$ cat config.mk
export PLATFORM = sky130hd
export DESIGN_NAME = winreg_file
export DESIGN_NICKNAME = d
export VERILOG_FILES = /design/src/rtl/winreg_file.sv
export SDC_FILE = /design/constraint.sdc
export NUM_CORES = 2
export LEC_CHECK = 0
export BUFFER_PORTS_ARGS = -buffer_cell sky130_fd_sc_hd__buf_2
export CAP_MARGIN = 20
export CORE_AREA = 2 2 537 539
export CTS_CLUSTER_DIAMETER = 150
export DETAILED_ROUTE_END_ITERATION = 10
export DIE_AREA = 0 0 539 541
export GPL_TIMING_DRIVEN = 0
export PLACE_DENSITY = 0.65
export SLEW_MARGIN = 10
export SYNTH_ARGS = -nofsm -noshare
export SYNTH_HDL_FRONTEND = slang
export SYNTH_SLANG_ARGS = --single-unit
$ cat constraint.sdc
create_clock -name clk -period 11.4 [get_ports clk]
set_clock_uncertainty 0.15 [all_clocks]
set_input_delay 0.57 -clock clk [delete_from_list [all_inputs] [get_ports clk]]
set_output_delay 0.57 -clock clk [all_outputs]
set_load 0.005 [all_outputs]
$ cat src/rtl/winreg_file.sv
module winreg_file #(
  parameter int DW    = 32,
  parameter int NGLOB = 10,
  parameter int NLOC  = 10,
  parameter int NOVL  = 6,
  parameter int NWIN  = 4
) (
  input  logic          clk,
  input  logic          rst_n,
  input  logic          call_i,
  input  logic          ret_i,
  input  logic [4:0]    ra_addr,
  output logic [DW-1:0] ra_data,
  input  logic [4:0]    rb_addr,
  output logic [DW-1:0] rb_data,
  input  logic          we,
  input  logic [4:0]    wa_addr,
  input  logic [DW-1:0] wd,
  output logic [1:0]    cwp,
  output logic          ovf,
  output logic          unf
);
  localparam int SPAN   = NLOC + NOVL;
  localparam int RING   = SPAN * NWIN;
  localparam int NPHYS  = RING + NGLOB;
  localparam int PW     = $clog2(NPHYS);
  localparam int DEPMAX = NWIN - 1;

  logic [DW-1:0] regs [NPHYS];
  logic [1:0]    depth;
  logic [PW-1:0] pa, pb, pw;

  function automatic logic [PW-1:0] xlate(input logic [4:0] l, input logic [1:0] w);
    int off;
    if (32'(l) < NGLOB) return PW'(l);
    off = (int'(l) - NGLOB + SPAN * int'(w)) % RING;
    return PW'(NGLOB + off);
  endfunction

  assign pa = xlate(ra_addr, cwp);
  assign pb = xlate(rb_addr, cwp);
  assign pw = xlate(wa_addr, cwp);
  assign ra_data = regs[pa];
  assign rb_data = regs[pb];

  wire do_call = call_i & ~ret_i;
  wire do_ret  = ret_i & ~call_i;

  always_ff @(posedge clk or negedge rst_n) begin
    if (!rst_n) begin
      for (int i = 0; i < NPHYS; i++) regs[i] <= '0;
      cwp   <= '0;
      depth <= '0;
      ovf   <= 1'b0;
      unf   <= 1'b0;
    end else begin
      if (we) regs[pw] <= wd;
      ovf <= 1'b0;
      unf <= 1'b0;
      if (do_call) begin
        if (depth == 2'(DEPMAX)) ovf <= 1'b1;
        else begin
          cwp   <= cwp + 2'd1;
          depth <= depth + 2'd1;
        end
      end else if (do_ret) begin
        if (depth == 2'd0) unf <= 1'b1;
        else begin
          cwp   <= cwp - 2'd1;
          depth <= depth - 2'd1;
        end
      end
    end
  end

  // refused call holds the pointer and raises ovf
  a_r8_overflow_hold: assert property (@(posedge clk) disable iff (!rst_n)
    (do_call && depth == 2'(DEPMAX)) |=> (ovf && cwp == $past(cwp)));
  // refused return holds the pointer and raises unf
  a_r9_underflow_hold: assert property (@(posedge clk) disable iff (!rst_n)
    (do_ret && depth == 2'd0) |=> (unf && cwp == $past(cwp)));
  // accepted call advances by one
  a_r6_call_advance: assert property (@(posedge clk) disable iff (!rst_n)
    (do_call && depth != 2'(DEPMAX)) |=> (cwp == $past(cwp) + 2'd1 && !ovf));
  // accepted return steps back by one
  a_r7_ret_back: assert property (@(posedge clk) disable iff (!rst_n)
    (do_ret && depth != 2'd0) |=> (cwp == $past(cwp) - 2'd1 && !unf));
  // simultaneous pulses change nothing
  a_r10_both_idle: assert property (@(posedge clk) disable iff (!rst_n)
    (call_i && ret_i) |=> ($stable(cwp) && !ovf && !unf));
  // write lands in the word chosen by the old pointer
  a_r5_write_lands: assert property (@(posedge clk) disable iff (!rst_n)
    we |=> regs[$past(pw)] == $past(wd));
  // never both flags
  a_r8_flags_exclusive: assert property (@(posedge clk) disable iff (!rst_n)
    !(ovf && unf));
endmodule

## Yosys cells after proc, flatten, opt, wreduce, memory -nomap -nowiden

Index checks and enable logic that the tools add are counted.

| storage, ports and cells | value |
|---|---|
| logic and storage cells | 149 |
| register bits after elaboration | 2,374 |
| input port bits | 52 |

| cells by class | value |
|---|---|
| add/sub/neg operators | 13 |
| magnitude comparators | 7 |
| bitwise operators | 10 |
| mux-type cells | 31 |
| reductions and logical operators | 7 |
| equality and inequality tests | 3 |

Operators by type and width:

| kind | number |
|---|---|
| bitwise mux 2368 bit | 1 |
| binary-select mux 32 bit (select 7 bit) | 2 |
| demux 32 bit (select 7 bit) | 1 |
| two-way mux 32 bit | 5 |
| two-way mux 7 bit | 6 |
| adder 6 x 7 -> 8 bit | 3 |
| >= comparator 8 bit (second input constant) | 3 |
| inverter 7 -> 8 bit | 3 |
| adder 5 x 7 -> 7 bit (first input constant) | 3 |
| OR reduction 6 bit | 3 |
| subtractor 5 x 4 -> 6 bit (second input constant) | 3 |
| two-way mux 2 bit | 8 |
| < comparator 5 x 4 -> 1 bit (second input constant) | 3 |
| < comparator 8 x 1 -> 1 bit (second input constant) | 1 |
| two-way mux 1 bit | 8 |
| AND 1 bit | 5 |
| adder 2 x 1 -> 2 bit (second input constant) | 2 |
| != test 2 bit (second input constant) | 2 |
| subtractor 2 x 1 -> 2 bit (second input constant) | 2 |
| AND reduction 3 bit | 1 |
| == test 2 bit (second input constant) | 1 |
| logical NOT 2 bit | 1 |
| inverter 1 bit | 2 |
| nonzero test 2 bit | 1 |
| logical AND 1 bit | 1 |

## Logic depth before layout (Yosys ltp)

| logic depth | value |
|---|---|
| depth after elaboration | 12 |
| depth in mapped cells | 16 |
| mapped depth without buffers | 12 |

## Worst setup path before layout

No wires, ideal clock.

| timing path | value |
|---|---|
| path kind | in2out |
| start point | input port rb_addr[1] |
| end point | output port rb_data[0] |
| cell stages on the path | 15 |
| slack | 6.856 ns |
| path buffers | 4 |
| arrival | 3.824 ns |
| cells stage by stage | clkbuf_1 -> clkinv_1 -> clkbuf_1 -> ha_1 -> nor2b_1 -> nor2_1 -> ha_1 -> xor2_1 -> a211oi_1 -> or2_2 -> o21ai_1 -> clkbuf_1 -> clkbuf_1 -> a31oi_1 -> a31oi_1 |

| between the ends | value |
|---|---|
| longest elaborated chain between the ends | 10 |
| elaborated cells on any way between the ends | 13 |
| classes of those cells | add/sub: 3; order compare: 1; mux: 6; bitwise: 2; reduce/logical: 1 |

Ends and longest elaborated chain:

| item | RTL line | source |
|---|---|---|
| start: declaration | 14 | `input logic [4:0] rb_addr,` |
| subtractor 5 x 4 -> 6 bit | 36 | `off = (int'(l) - NGLOB + SPAN * int'(w)) % RING;` |
| adder 6 x 7 -> 8 bit | 36 |  |
| OR reduction 6 bit (no line) | - |  |
| AND 1 bit (no line) | - |  |
| adder 5 x 7 -> 7 bit | 37 | `return PW'(NGLOB + off);` |
| two-way mux 7 bit * | 36 |  |
| inverter 7 -> 8 bit (implied by the code) * | 44 | `assign rb_data = regs[pb];` |
| binary-select mux 32 bit (select 7 bit) * | 44 |  |
| two-way mux 32 bit (implied by the code) * (2 in a row) | 44 |  |
| end: declaration | 15 | `output logic [DW-1:0] rb_data,` |

Every way passes the cells marked *; elsewhere a longest branch is shown, timed or not. The select of a mux whose other input is x is not followed.

## Worst setup path in the final report

| timing path | value |
|---|---|
| start point | input port rb_addr[1] |
| end point | output port rb_data[29] |

The elaborated chain is that of the path after synthesis.

==> summary.md <==
| Metric | Value |
|---|---|
| Final setup fails | `0` |
| Final min period | `9.30 ns` |
| Met1 Use GR | `54.9%` |
| Layout overhead on the synthesized area | `14.4%` |
| Area share of the largest cell type after synthesis | `46.3%` |
| Cell count after synthesis | `9,139` |
| Status | `finished, violations left` |
| Worst R2R Path Depth | `10` |
| Clock latency on the worst-skew pair | `0.93 ns` |
| I/O pin count | `120` |
| Detailed Route WL | `667 mm` |
| Synth unique cells | `56` |
| CTS Root Cell | `clkbuf_16` |
| Seq cells post-synth | `2,374` |
| Row count | `197` |
| DP Wirelength | `509 mm` |
| CTS tree | `done` |
| Met2 Track Usage GR | `59.8%` |
| GR peak layer | `met2` |
| Postcts setup bufs | `0` |
| EDFF count, synth | `0` |
| Hold Slack | `0.00140 ns` |
| Pleak | `65.5 nW` |
| Synthesized cell area | `128,000 sq um` |
| Worst slew margin | `-3.78%` |
| Port Buffers | `80` |
| Slew @ Worst Pin | `1.56 ns` |
| Post-synth ARST share | `100%` |
| Failing checks | `max-slew violations` |
| Largest net degree at the start of global routing | `159` |
| First-pass GRT wire length | `876 mm` |
| # DRC | `0` |
| Initial Util | `44.8%` |
| Die height | `541 um` |
| Cell taking the most area after synthesis | `dfrtp_1` |
| Die ar. | `292,000 sq um` |
| Die width | `539 um` |
| Fin Setup TNS | `0 ns` |
| Hold Vio Cnt, Final | `0` |
| Final worst path period share | `81.6%` |
| Type of the worst setup path | `in -> out` |
| Post-DR vias/cell | `7.22` |
| Syn nets | `9,211` |
| Pre-CTS setup slack | `2.73 ns` |
| FMAX | `108 MHz` |
| Top-count cell post-synth | `dfrtp_1` |
| Fin. max-slew vios | `2` |
| Sequential fraction of the synthesis area | `46.3%` |
| Vias in the first global route | `95,400` |
| Unrepaired setup endpoints after global routing | `no` |
| CP required | `10.68 ns` |
| Fin nets | `9,790` |
| Layout cell share with drive strength beyond 1 | `46.6%` |
| Dominant cells by area after synthesis | `dfrtp_1 46%, mux2_2 20%, mux4_2 20%` |
| Clock sink count | `2,374` |
| Yosys warns | `0` |
| Max_cap viols | `0` |
| PD cells | `256 nW/um^2` |
| Clk slew on worst S/H paths | `0.06 ns` |
| Met3 Resource Use GR | `23.3%` |
| Core box area | `286,000 sq um` |
| GRT Util Overall | `45.2%` |
| DRT iter0 DRCs | `15,500` |
| CP endpoint kind | `output pin` |
| Depth of the CTS H-tree | `5` |
| Total congestion overflow | `0` |
| Vias | `99,800` |
| Synthesized area per cell | `14.0 sq um` |
| Crit path max fanout | `11` |
| Drt wl/cell | `48.3 um` |
| Class of the worst hold path | `in -> async` |
| DRT Pass-1 Iters | `10` |
| Cts bufs inserted | `280` |
| Worst EP arrival | `8.58 ns` |
| CP startpoint kind | `input port` |
| Antenna-violating nets left | `0` |
| Synth top cells by count | `2,374 x dfrtp_1, 2,306 x mux2_2, 1,152 x mux4_2, 933 x nand2_1, 641 x clkbuf_1` |
| Max Root-Sink Buffers | `4` |
| Antenna violations before repair | `112` |
| Final GP Congestion | `1.14` |
| PnR worst setup slack | `2.10 ns` |
| Max IR drop VDD | `0.140 mV` |
| Main synth FF type | `dfrtp_1` |
-- path summary, 6_finish.rpt --
| kind | start | end | slack [ns] |
|---|---|---|---|
| setup / recovery | rb_addr[1] | rb_data[29] | 2.10 |
| hold / removal | rst_n | regs[1105] | 0.001 |
| setup reg to reg | cwp[1] | regs[2320] | 6.27 |
| hold reg to reg | regs[339] | regs[339] | 0.36 |
| max in group asynchronous | rst_n | regs[1383] | 6.78 |
| min in group clk | wd[22] | regs[2070] | 0.04 |
-- state kept, by name (all words and copies together), names as in the netlist --
| register | count |
|---|---|
| unf | 1 |
| cwp | 2 |
| depth | 2 |
| regs | 2368 |
| ovf | 1 |
-- worst max-delay path, cell delays in order --
cell and delay [ns]:
clkbuf_1 0.70, clkinv_1 0.52, clkbuf_1 0.54, ha_1 0.56, nor2b_1 0.31, a221o_1 0.21, clkbuf_1 0.21, clkbuf_2 0.60
buf_2 0.59, clkbuf_1 0.84, nand2_1 0.29, a311oi_1 0.86, o21ai_0 0.48, a31oi_1 0.98, buf_2 0.26
-- power breakdown --
part | switching, W | internal, W | total (W) | leakage (nW)
Combinational | 0.00806 | 0.00609 | 0.0141 | 28.9
Sequential | 0.00240 | 0.0116 | 0.0140 | 32.0
Clock | 0.00398 | 0.00542 | 0.00940 | 4.58
Total | 0.0144 | 0.0231 | 0.0376 | 65.5
-- routing by layer --
| layer | vias to the layer above | routed length [um] |
|---|---|---|
| li1 | 36000 | - |
| met1 | 53300 | 234000 |
| met2 | 8270 | 264000 |
| met3 | 2124 | 104000 |
| met4 | 24 | 65100 |
| met5 | - | 543 |
-- kinds of logic (layout without fill, tap and decap cells) --
| logic type | Yosys count | in the layout | synth area share, % |
|---|---|---|---|
| AND/OR/NAND/NOR | 1510 | 1510 | 5.16 |
| other | 0 | 109 | 0 |
| flip-flops | 2374 | 2374 | 46.3 |
| AO/OA/AOI/OAI | 568 | 568 | 3.03 |
| XOR/XNOR | 20 | 20 | 0.169 |
| buffers and inverters | 1006 | 1797 | 3.17 |
| multiplexers | 3641 | 3641 | 42.0 |
| adder cells (fa/ha/maj) | 20 | 20 | 0.195 |
-- placed cells by master (no fill, tap or decap), types with 10 or more instances in the layout --
cell / netlist / layout
buf_2: 231 / 363
mux2_1: 65 / 65
buf_16: 0 / 39
o21ai_1: 3 / 11
a211oi_1: 27 / 26
buf_4: 1 / 25
nand2_1: 933 / 933
o21ai_0: 110 / 97
nor2_2: 17 / 17
o22a_1: 59 / 59
buf_1: 123 / 72
a41oi_1: 26 / 26
clkinv_2: 0 / 37
bufinv_16: 0 / 18
mux2i_1: 118 / 117
buf_6: 0 / 53
clkbuf_16: 0 / 285
nand4_1: 31 / 31
buf_12: 0 / 32
and2_1: 11 / 11
a21oi_1: 72 / 72
nor2_1: 45 / 45
clkbuf_2: 1 / 117
a311oi_1: 34 / 34
a31oi_1: 144 / 143
nor3_1: 19 / 15
clkinv_8: 0 / 10
ha_1: 20 / 20
mux4_2: 1152 / 1152
o2111ai_1: 26 / 26
and3_1: 121 / 121
buf_8: 0 / 55
a32oi_1: 34 / 34
diode_2: 0 / 109
clkbuf_1: 641 / 594
dfrtp_1: 2374 / 2374
mux2_2: 2306 / 2306
clkbuf_8: 0 / 61
nand3_1: 299 / 299
-- final cells by class --
class | instances | area (sq um)
sequential | 2374 | 59400
clock buffer | 414 | 8210
tap | 3781 | 4730
clock inverter | 80 | 1100
timing repair buffer | 297 | 3840
inverter | 9 | 33.8
antenna | 109 | 273
multi-input combinational | 5759 | 64900
fill | 24500 | 140000
buffer | 997 | 4250
-- what timing repair did --
action	4_1_cts	5_1_grt
hold buffers	3	0
endpoints found under the hold margin	468	0
gates resized for setup	0	0
-- through the flow --
step	util [%]	std cells	power [W]	cell area, sq um
3_3_place_gp	46.6	13000	0.0265	133000
4_1_cts	51.0	13700	0.0365	146000
5_1_grt	51.2	13700	0.0381	147000
2_1_floorplan	-	9139	0.0208	128000
3_5_place_dp	47.7	13200	0.0272	137000
6_report	51.2	13800	0.0376	147000
Note: power is estimated with default switching activity, not from simulation.
